==> config.mk <==
export PLATFORM = sky130hd
export DESIGN_NAME = rx_frame_status
export DESIGN_NICKNAME = d
export VERILOG_FILES = /design/src/rtl/rx_status_pkg.sv /design/src/rtl/rx_da_classify.sv /design/src/rtl/rx_buf_track.sv /design/src/rtl/rx_err_eval.sv /design/src/rtl/rx_frame_status.sv
export SDC_FILE = /design/constraint.sdc
export NUM_CORES = 1
export LEC_CHECK = 0
export CELL_PAD_IN_SITES_DETAIL_PLACEMENT = 1
export CELL_PAD_IN_SITES_GLOBAL_PLACEMENT = 2
export CORE_UTILIZATION = 29
export CTS_CLUSTER_DIAMETER = 80
export DETAILED_ROUTE_END_ITERATION = 10
export MAX_ROUTING_LAYER = met4
export PLACE_DENSITY = 0.93
export RECOVER_POWER = 50
export SLEW_MARGIN = 20
export SYNTH_ARGS = -nofsm -noshare
export SYNTH_HDL_FRONTEND = slang
export SYNTH_SLANG_ARGS = --single-unit
==> constraint.sdc <==
create_clock -name clk -period 5.85 [get_ports clk]
set_clock_uncertainty 0.2 [all_clocks]
set_input_delay 1.17 -clock clk [delete_from_list [all_inputs] [get_ports clk]]
set_output_delay 1.17 -clock clk [all_outputs]
set_load 0.05 [all_outputs]
==> src/rtl/rx_status_pkg.sv <==
package rx_status_pkg;
  localparam int STW = 16;
  // vector indices (position p from the MSB maps to 15-p)
  localparam int IX_LAST  = 11;
  localparam int IX_FIRST = 10;
  localparam int IX_MISS  = 8;
  localparam int IX_BC    = 7;
  localparam int IX_MC    = 6;
  localparam int IX_LG    = 5;
  localparam int IX_NO    = 4;
  localparam int IX_SH    = 3;
  localparam int IX_CR    = 2;
  localparam int IX_OV    = 1;
  localparam int IX_TR    = 0;

  typedef struct packed {
    logic miss;
    logic bc;
    logic mc;
    logic lg;
    logic no;
    logic sh;
    logic cr;
    logic ov;
    logic tr;
  } rx_flags_t;
endpackage

==> src/rtl/rx_da_classify.sv <==
module rx_da_classify #(
  parameter int LEN_W      = 16,
  parameter int ADDR_BYTES = 6
) (
  input  logic             clk,
  input  logic             rst,
  input  logic             beat,
  input  logic             sof,
  input  logic [7:0]       data,
  input  logic [LEN_W-1:0] idx,
  output logic             is_bc,
  output logic             is_mc
);
  localparam logic [LEN_W-1:0] LAST_IX = LEN_W'(ADDR_BYTES - 1);

  logic ones_q, grp_q, ones_now, grp_now, in_addr;

  always_comb begin
    in_addr  = idx <= LAST_IX;
    if (sof) begin
      ones_now = (data == 8'hFF);
      grp_now  = data[0];
    end else begin
      ones_now = in_addr ? (ones_q && data == 8'hFF) : ones_q;
      grp_now  = grp_q;
    end
    is_bc = ones_now && (idx >= LAST_IX);
    is_mc = grp_now && !is_bc;
  end

  always_ff @(posedge clk) begin
    if (rst) begin
      ones_q <= 1'b0;
      grp_q  <= 1'b0;
    end else if (beat) begin
      ones_q <= ones_now;
      grp_q  <= grp_now;
    end
  end
endmodule

==> src/rtl/rx_buf_track.sv <==
module rx_buf_track #(
  parameter int LEN_W = 16
) (
  input  logic             clk,
  input  logic             rst,
  input  logic             beat,
  input  logic             sof,
  input  logic             eof,
  input  logic [LEN_W-1:0] buf_bytes,
  output logic             close,
  output logic             first
);
  logic [LEN_W-1:0] fill_q, fill_next;
  logic             first_q;

  always_comb begin
    fill_next = sof ? LEN_W'(1) : fill_q + LEN_W'(1);
    first     = sof | first_q;
    close     = beat && (eof || fill_next == buf_bytes);
  end

  always_ff @(posedge clk) begin
    if (rst) begin
      fill_q  <= '0;
      first_q <= 1'b0;
    end else if (beat) begin
      if (close) begin
        fill_q  <= '0;
        first_q <= 1'b0;
      end else begin
        fill_q  <= fill_next;
        first_q <= first;
      end
    end
  end
endmodule

==> src/rtl/rx_err_eval.sv <==
module rx_err_eval
  import rx_status_pkg::*;
#(
  parameter int LEN_W = 16
) (
  input  logic [LEN_W-1:0] frame_len,
  input  logic [2:0]       tail_bits,
  input  logic             crc_bad,
  input  logic             code_bad,
  input  logic             overrun,
  input  logic             trunc,
  input  logic             addr_hit,
  input  logic             promisc,
  input  logic [LEN_W-1:0] max_len,
  input  logic [LEN_W-1:0] min_len,
  input  logic             short_chk,
  input  logic             is_bc,
  input  logic             is_mc,
  output rx_flags_t        flags
);
  logic aligned;

  always_comb begin
    aligned    = (tail_bits == 3'd0);
    flags.ov   = overrun;
    flags.tr   = trunc;
    flags.bc   = is_bc;
    flags.mc   = is_mc;
    flags.miss = promisc && !addr_hit && !overrun;
    flags.lg   = (frame_len > max_len) && !overrun;
    flags.no   = !aligned && !overrun;
    flags.sh   = short_chk && (frame_len < min_len) && !overrun;
    flags.cr   = ((crc_bad && aligned) || code_bad) && !overrun;
  end
endmodule

==> src/rtl/rx_frame_status.sv <==
module rx_frame_status
  import rx_status_pkg::*;
#(
  parameter int LEN_W      = 16,
  parameter int ADDR_BYTES = 6
) (
  input  logic             clk,
  input  logic             rst,
  input  logic             in_valid,
  input  logic             in_sof,
  input  logic             in_eof,
  input  logic [7:0]       in_data,
  input  logic [2:0]       in_tail_bits,
  input  logic             in_crc_bad,
  input  logic             in_code_bad,
  input  logic             in_overrun,
  input  logic             in_trunc,
  input  logic             in_addr_hit,
  input  logic             cfg_promisc,
  input  logic [LEN_W-1:0] cfg_max_len,
  input  logic [LEN_W-1:0] cfg_min_len,
  input  logic             cfg_short_chk,
  input  logic [LEN_W-1:0] cfg_buf_bytes,
  output logic             st_valid,
  output logic [STW-1:0]   st_word
);
  logic [LEN_W-1:0] cnt_q, idx, len_now;
  logic             is_bc, is_mc, close, first;
  rx_flags_t        flags;
  logic [STW-1:0]   word;

  always_comb begin
    idx     = in_sof ? '0 : cnt_q;
    len_now = (idx == '1) ? idx : idx + LEN_W'(1);
  end

  always_ff @(posedge clk) begin
    if (rst) cnt_q <= '0;
    else if (in_valid) cnt_q <= len_now;
  end

  rx_da_classify #(.LEN_W(LEN_W), .ADDR_BYTES(ADDR_BYTES)) i_da (
    .clk(clk), .rst(rst), .beat(in_valid), .sof(in_sof), .data(in_data),
    .idx(idx), .is_bc(is_bc), .is_mc(is_mc)
  );

  rx_buf_track #(.LEN_W(LEN_W)) i_buf (
    .clk(clk), .rst(rst), .beat(in_valid), .sof(in_sof), .eof(in_eof),
    .buf_bytes(cfg_buf_bytes), .close(close), .first(first)
  );

  rx_err_eval #(.LEN_W(LEN_W)) i_err (
    .frame_len(len_now), .tail_bits(in_tail_bits), .crc_bad(in_crc_bad),
    .code_bad(in_code_bad), .overrun(in_overrun), .trunc(in_trunc),
    .addr_hit(in_addr_hit), .promisc(cfg_promisc), .max_len(cfg_max_len),
    .min_len(cfg_min_len), .short_chk(cfg_short_chk), .is_bc(is_bc),
    .is_mc(is_mc), .flags(flags)
  );

  always_comb begin
    word           = '0;
    word[IX_FIRST] = first;
    if (in_eof) begin
      word[IX_LAST] = 1'b1;
      word[IX_MISS] = flags.miss;
      word[IX_BC]   = flags.bc;
      word[IX_MC]   = flags.mc;
      word[IX_LG]   = flags.lg;
      word[IX_NO]   = flags.no;
      word[IX_SH]   = flags.sh;
      word[IX_CR]   = flags.cr;
      word[IX_OV]   = flags.ov;
      word[IX_TR]   = flags.tr;
    end
  end

  always_ff @(posedge clk) begin
    if (rst) begin
      st_valid <= 1'b0;
      st_word  <= '0;
    end else begin
      st_valid <= close;
      if (close) st_word <= word;
    end
  end
endmodule

# Word-level counts from Yosys, hierarchy flattened
# Cells that the tools add are included.
# W data, S select, Z words.
[op_classes]
addsub = 2
mul = 0
div_mod_pow = 0
n_lt_le_gt_ge = 4
eq_ne = 3
shifts = 0
mux = 10
n_bitwise = 1
n_reduce_logical = 19
[ops]
columns = ["cell", "n"]
rows = [
  ["$mux W16", 4],
  ["$add A16 B1 Y16 const B", 2],
  ["$eq A16 B16 Y1", 1],
  ["$eq A16 B16 Y1 const B", 1],
  ["$ge A16 B3 Y1 const B", 1],
  ["$gt A16 B16 Y1", 1],
  ["$le A16 B3 Y1 const B", 1],
  ["$lt A16 B16 Y1", 1],
  ["$logic_and A1 B1 Y1", 12],
  ["$mux W9", 1],
  ["$eq A8 B8 Y1 const B", 1],
  ["$mux W1", 5],
  ["$logic_not A1 Y1", 4],
  ["$logic_not A3 Y1", 1],
  ["$logic_or A1 B1 Y1", 2],
  ["$or A1 B1 Y1", 1],
]
[totals]
ff_bits = 47
latchBits = 0
ram_bits = 0
mem_bits_ro = 0
in_bits = 71
word_cells = 46
n_memories = 0

# Logic depth before layout (Yosys ltp)
[logic_depth]
ltp_word = 8
ltp_mapped = 19

# Cells and area by module
# Synthesis repeated with hierarchy kept, for this count alone.
[hier_totals]
hier_cells = 572
area_unflattened_um2 = 4435.5
[by_module_without_submodules]
columns = ["module", "instances", "cells_per_inst", "area_per_inst_um2", "seq_area_each_um2"]
rows = [
  ["rx_frame_status", 1, 219, 1760.4, 560.5],
  ["rx_buf_track", 1, 213, 1647.8, 340.3],
  ["rx_err_eval", 1, 117, 845.8, 0.0],
  ["rx_da_classify", 1, 23, 181.4, 40.0],
]

# Worst setup path after synthesis
# OpenSTA, ideal clock, no wires.
[synth_timing]
path_type = "input-to-reg"
startpoint = "input port in_sof"
endpoint = "register st_word[5]"
setup_time_ps = 117
arrival_ps = 4863
required_ps = 5533
path_slack_ps = 669
cell_stages = 17
path_buffers = 3
path_cell_list = "clkbuf_1 clkbuf_1 clkbuf_1 nor2_1 ha_1 and4_1 a2111oi_1 nor3b_1 nand2_1 xnor2_1 ha_1 nor2b_1 o21ai_0 nand2b_1 a21oi_1 o211ai_1 a32o_1"
[synth_via]
elab_chain_len = 6
word_cells_on_any_way = 11
classes_between = "add/sub: 1; order compare: 1; eq/ne: 2; mux: 4; reduce/logical: 3"
[synth_lines]
columns = ["item", "line", "text"]
rows = [
  ["start, declared", "rx_frame_status.sv:10", "input logic in_sof,"],
  ["$mux W16 *", "rx_frame_status.sv:33", "idx = in_sof ? '0 : cnt_q;"],
  ["$add A16 B1 Y16 / $eq A16 B16 Y1 (equally long branches)", "rx_frame_status.sv:34", "len_now = (idx == '1) ? idx : idx + LEN_W'(1);"],
  ["$mux W16 *", "rx_frame_status.sv:34", ""],
  ["via i_err.frame_len[11]", "rx_err_eval.sv:6", "input logic [LEN_W-1:0] frame_len,"],
  ["$gt A16 B16 Y1 *", "rx_err_eval.sv:30", "flags.lg = (frame_len > max_len) && !overrun;"],
  ["$logic_and A1 B1 Y1 *", "rx_err_eval.sv:30", ""],
  ["$mux W9 *", "rx_frame_status.sv:63", "if (in_eof) begin"],
  ["end signal, assigned", "rx_frame_status.sv:83", "if (close) st_word <= word;"],
  ["end, declared", "rx_frame_status.sv:25", "output logic [STW-1:0] st_word"],
]
# Mark *: on every way through the listed nets, which the timed path passes. The rest lies on a longest branch.
# A chain may end at the register's enable or synchronous reset.

# Worst setup path in the final report
# Same ends and word-level chain as after synthesis.

==> summary.md <==
For the clock latency on the worst-skew pair, the log shows 0.30 ns. The worst setup path is captured at a flop. The post-synthesis register bit count works out to 47. The checks that failed: max-capacitance violations, max-slew violations. The number of filler instances in the final layout is 1651, and the synthesized area divided by synthesized cell count is 7.40 um2.

After clock tree synthesis, the repair step resized 0 gates. IR analysis of the VDD net gives a maximum drop of 0.000113 V. The worst path needs 5.11 ns of the cycle, external delays included. For the pin with the worst max-slew slack, the measured transition is 1.78 ns.

The routed layout has 4121 vias. Count of pins over their slew limit: 35. Summed over its instances, the top area cell type makes up 23.7% of the synthesized netlist area. Post-route clock period utilization: 87.4%. The tools report the max-capacitance violation count as 1. For the worst-case clock buffer depth, the log shows 2. The overflow left after global routing is 0. In this run the vertical extent of the chip is 119 um. The synthesized design contains 0 enable-type register cells. After synthesis, the largest family of logic cells by area is simple AND/OR/NAND/NOR gates. The tools report the starting density of the core as 29.9%. Buffers inserted to repair hold after CTS numbered 0. The most repeated cell in the gate-level netlist after synthesis is nor2_1. By startpoint and endpoint, the worst setup path is classified as input pin to flop. Of the total synthesized cell area, the portion taken by XOR and XNOR cells is 6.40%. Once placement finished, the instance area stood at 4910 um2.

The most used flip-flop cell after synthesis was dfxtp_1. The area added between synthesis and finish works out to 27.3%. The tightest hold path in the finished design has a slack of 0.259 ns.

Entering global routing, the biggest net connects 44 pins. Before antenna repair, the detailed router went through 4 iterations. The number of buffers inserted by post-CTS setup repair is 0. The tools report the startpoint kind of the worst setup timing path as an input pin. For the count of synthesis-stage warnings from yosys, the log shows 0. In the post-synthesis netlist, the biggest area contributors are dfxtp_1 24%, ha_1 11%, nor2_1 5.9%.

OpenSTA, run right after detailed placement, puts the worst setup slack at 0.893 ns. Measured along the x axis, the die boundary spans 119 um. TritonCTS built the clock tree.

The via count of the first global-routing pass came out at 4421. The worst-case setup margin in the final layout came out at 0.739 ns. The synthesized netlist devotes 11.0% of its cell area to adder and majority cells. After floorplanning, the core was sized to cover 13300 um2. Total power for the finished layout comes to 785 uW. The logs give 58 for the count of cell types in the netlist and 9820 um for the half-perimeter wire length after placement. The detail route stage leaves a number of antenna-violating nets equal to 0. Summing the sequential cell areas from Yosys gives 23.7% of the chip area. The clock tree synthesis step divided the H-tree into 2 levels. The number of top-level design ports was 88.

Arrival time at the worst endpoint: 5.11 ns. Setup repair after global routing left no endpoint under its margin. The number of hold violations in the final report was 0; the sum of negative setup slack was 0 ns. The upper clock frequency limit was 196 MHz. The compound-gate portion of the synthesized area was 18.3%. Cell count after synthesis: 536.

In this run the cell area of the synthesized design comes to 3970 um2. The final cell utilization of the core is 38.0%, and the register clock-pin slew on the reported worst setup and hold paths is 0.07 ns. The tools report the aggregate routed wire length as 12700 um. In the routed design, unresolved DRC markers number 0. The routed via count divided by cell count is 5.28, and the count of endpoints failing setup in the final report is 0. The initial antenna violation count was 1. For the worst setup path, the data required time is 5.85 ns.

Total number of placement rows: 42. The total global-route track usage is 18.9%, and the finished layout cell area is 5050 um2. The root buffer cell chosen for the clock tree is clkbuf_16. In this run the static leakage power is 2.09 nW. The power density over the cells came out at 155 nW/um2.

After synthesis, the share of flip-flops with an asynchronous set or reset is 0%. Total clock sinks: 47. Ranked by instance count, the synthesized netlist is headed by 62 x nor2_1, 48 x inv_1, 47 x dfxtp_1.

The number of DRC markers after the initial detailed-route iteration came out at 186. After synthesis, the share of cell area in mux cells is 3.06%. The number of buffers inserted during clock tree synthesis is 5. Cell taking the most area after synthesis: dfxtp_1.

The total instance count after detailed placement is 772, and the routability congestion estimate from global placement is 0.863. The count of port buffers added during placement is 82, and the final net count is 709. The first-pass GRT wire length is 21100 um, and the post-layout instance count excluding filler cells is 781.

Worst-path maximum fanout: 19. Dividing the detail-routed wire length by the instance count gives 16.3 um. The flow ran to the end, but the final reports show violations.

Summing the areas of all and, or, nand and nor instances in the mapped netlist gives 29.1% of the synthesized area. The logs give -18.4% for the normalized max-slew margin and 14200 um2 for the area of the die. The path class of the lowest-slack min-delay path was flop to flop. The share of post-route cells with drive strength above 1 was 3.31%.
-- final timing paths --
kind | start | end | slack, ns | depth (start not counted)
worst max register to register | i_buf.fill_q[0] | i_buf.fill_q[12] | 1.69 | 10
worst min-delay path | st_word[8] | st_word[8] | 0.26 | 2
worst max-delay path | in_sof | st_word[5] | 0.74 | 16
worst min register to register | st_word[8] | st_word[8] | 0.26 | 2
-- layout make-up --
cell class	count	area (um2)	share of cell area (%)
clock inverter	2	16.3	0.322
antenna	1	2.50	0.0495
timing repair buffer	87	848	16.8
inverter	48	180	3.57
multi-input combinational	414	2720	53.7
tap	176	220	4.36
clock buffer	6	129	2.55
sequential	47	941	18.6
-- report_power, final --
group          internal [mW]  leakage (nW)  switching (mW)
Clock                  0.160        0.0675           0.134
Combinational         0.0743          1.64          0.0847
Sequential             0.326         0.381         0.00556
Total                  0.561          2.09           0.224
-- layer usage --
layer  global-route usage (%)  wire (um)
met4                     7.99        352
met1                     22.2       5650
met2                     31.9       6280
met3                     2.97        466
met5                        -          0
-- kinds of logic after synthesis --
kind of cell | Yosys count
AND/OR/NAND/NOR | 218
AO/OA/AOI/OAI | 115
buffers and inverters | 79
flip-flops | 47
adder cells (fa/ha/maj) | 35
XOR/XNOR | 29
multiplexers | 12
other | 1
-- worst max-delay path, cell delays in order --
cell,delay [ns]
clkbuf_1,0.63
nor2_1,0.24
ha_1,0.31
and4_1,0.20
a2111oi_1,0.35
buf_4,0.20
nor3b_1,0.40
nand3_1,0.22
xor2_1,0.19
nor2_1,0.26
ha_1,0.33
nand4_1,0.09
nor2_1,0.07
a21oi_1,0.12
o211ai_1,0.10
a32o_1,0.22
-- state kept, by name (all words and copies together), names as in the netlist --
name / cells
cnt_q: 16
i_buf.fill_q: 16
st_word: 11
i_buf.first_q: 1
i_da.grp_q: 1
i_da.ones_q: 1
st_valid: 1
-- placed cells by master (no fill, tap or decap), types with 13 or more instances in the layout --
cell / netlist / layout
clkdlybuf4s50_1: 0 / 68
nor2_1: 62 / 62
inv_1: 48 / 48
dfxtp_1: 47 / 47
a21oi_1: 42 / 42
nand2_1: 37 / 37
ha_1: 35 / 35
o21ai_0: 22 / 22
nand4_1: 21 / 21
nor3_1: 20 / 20
xnor2_1: 18 / 18
dlygate4sd3_1: 0 / 13
Power figures use the tool's default switching activity.
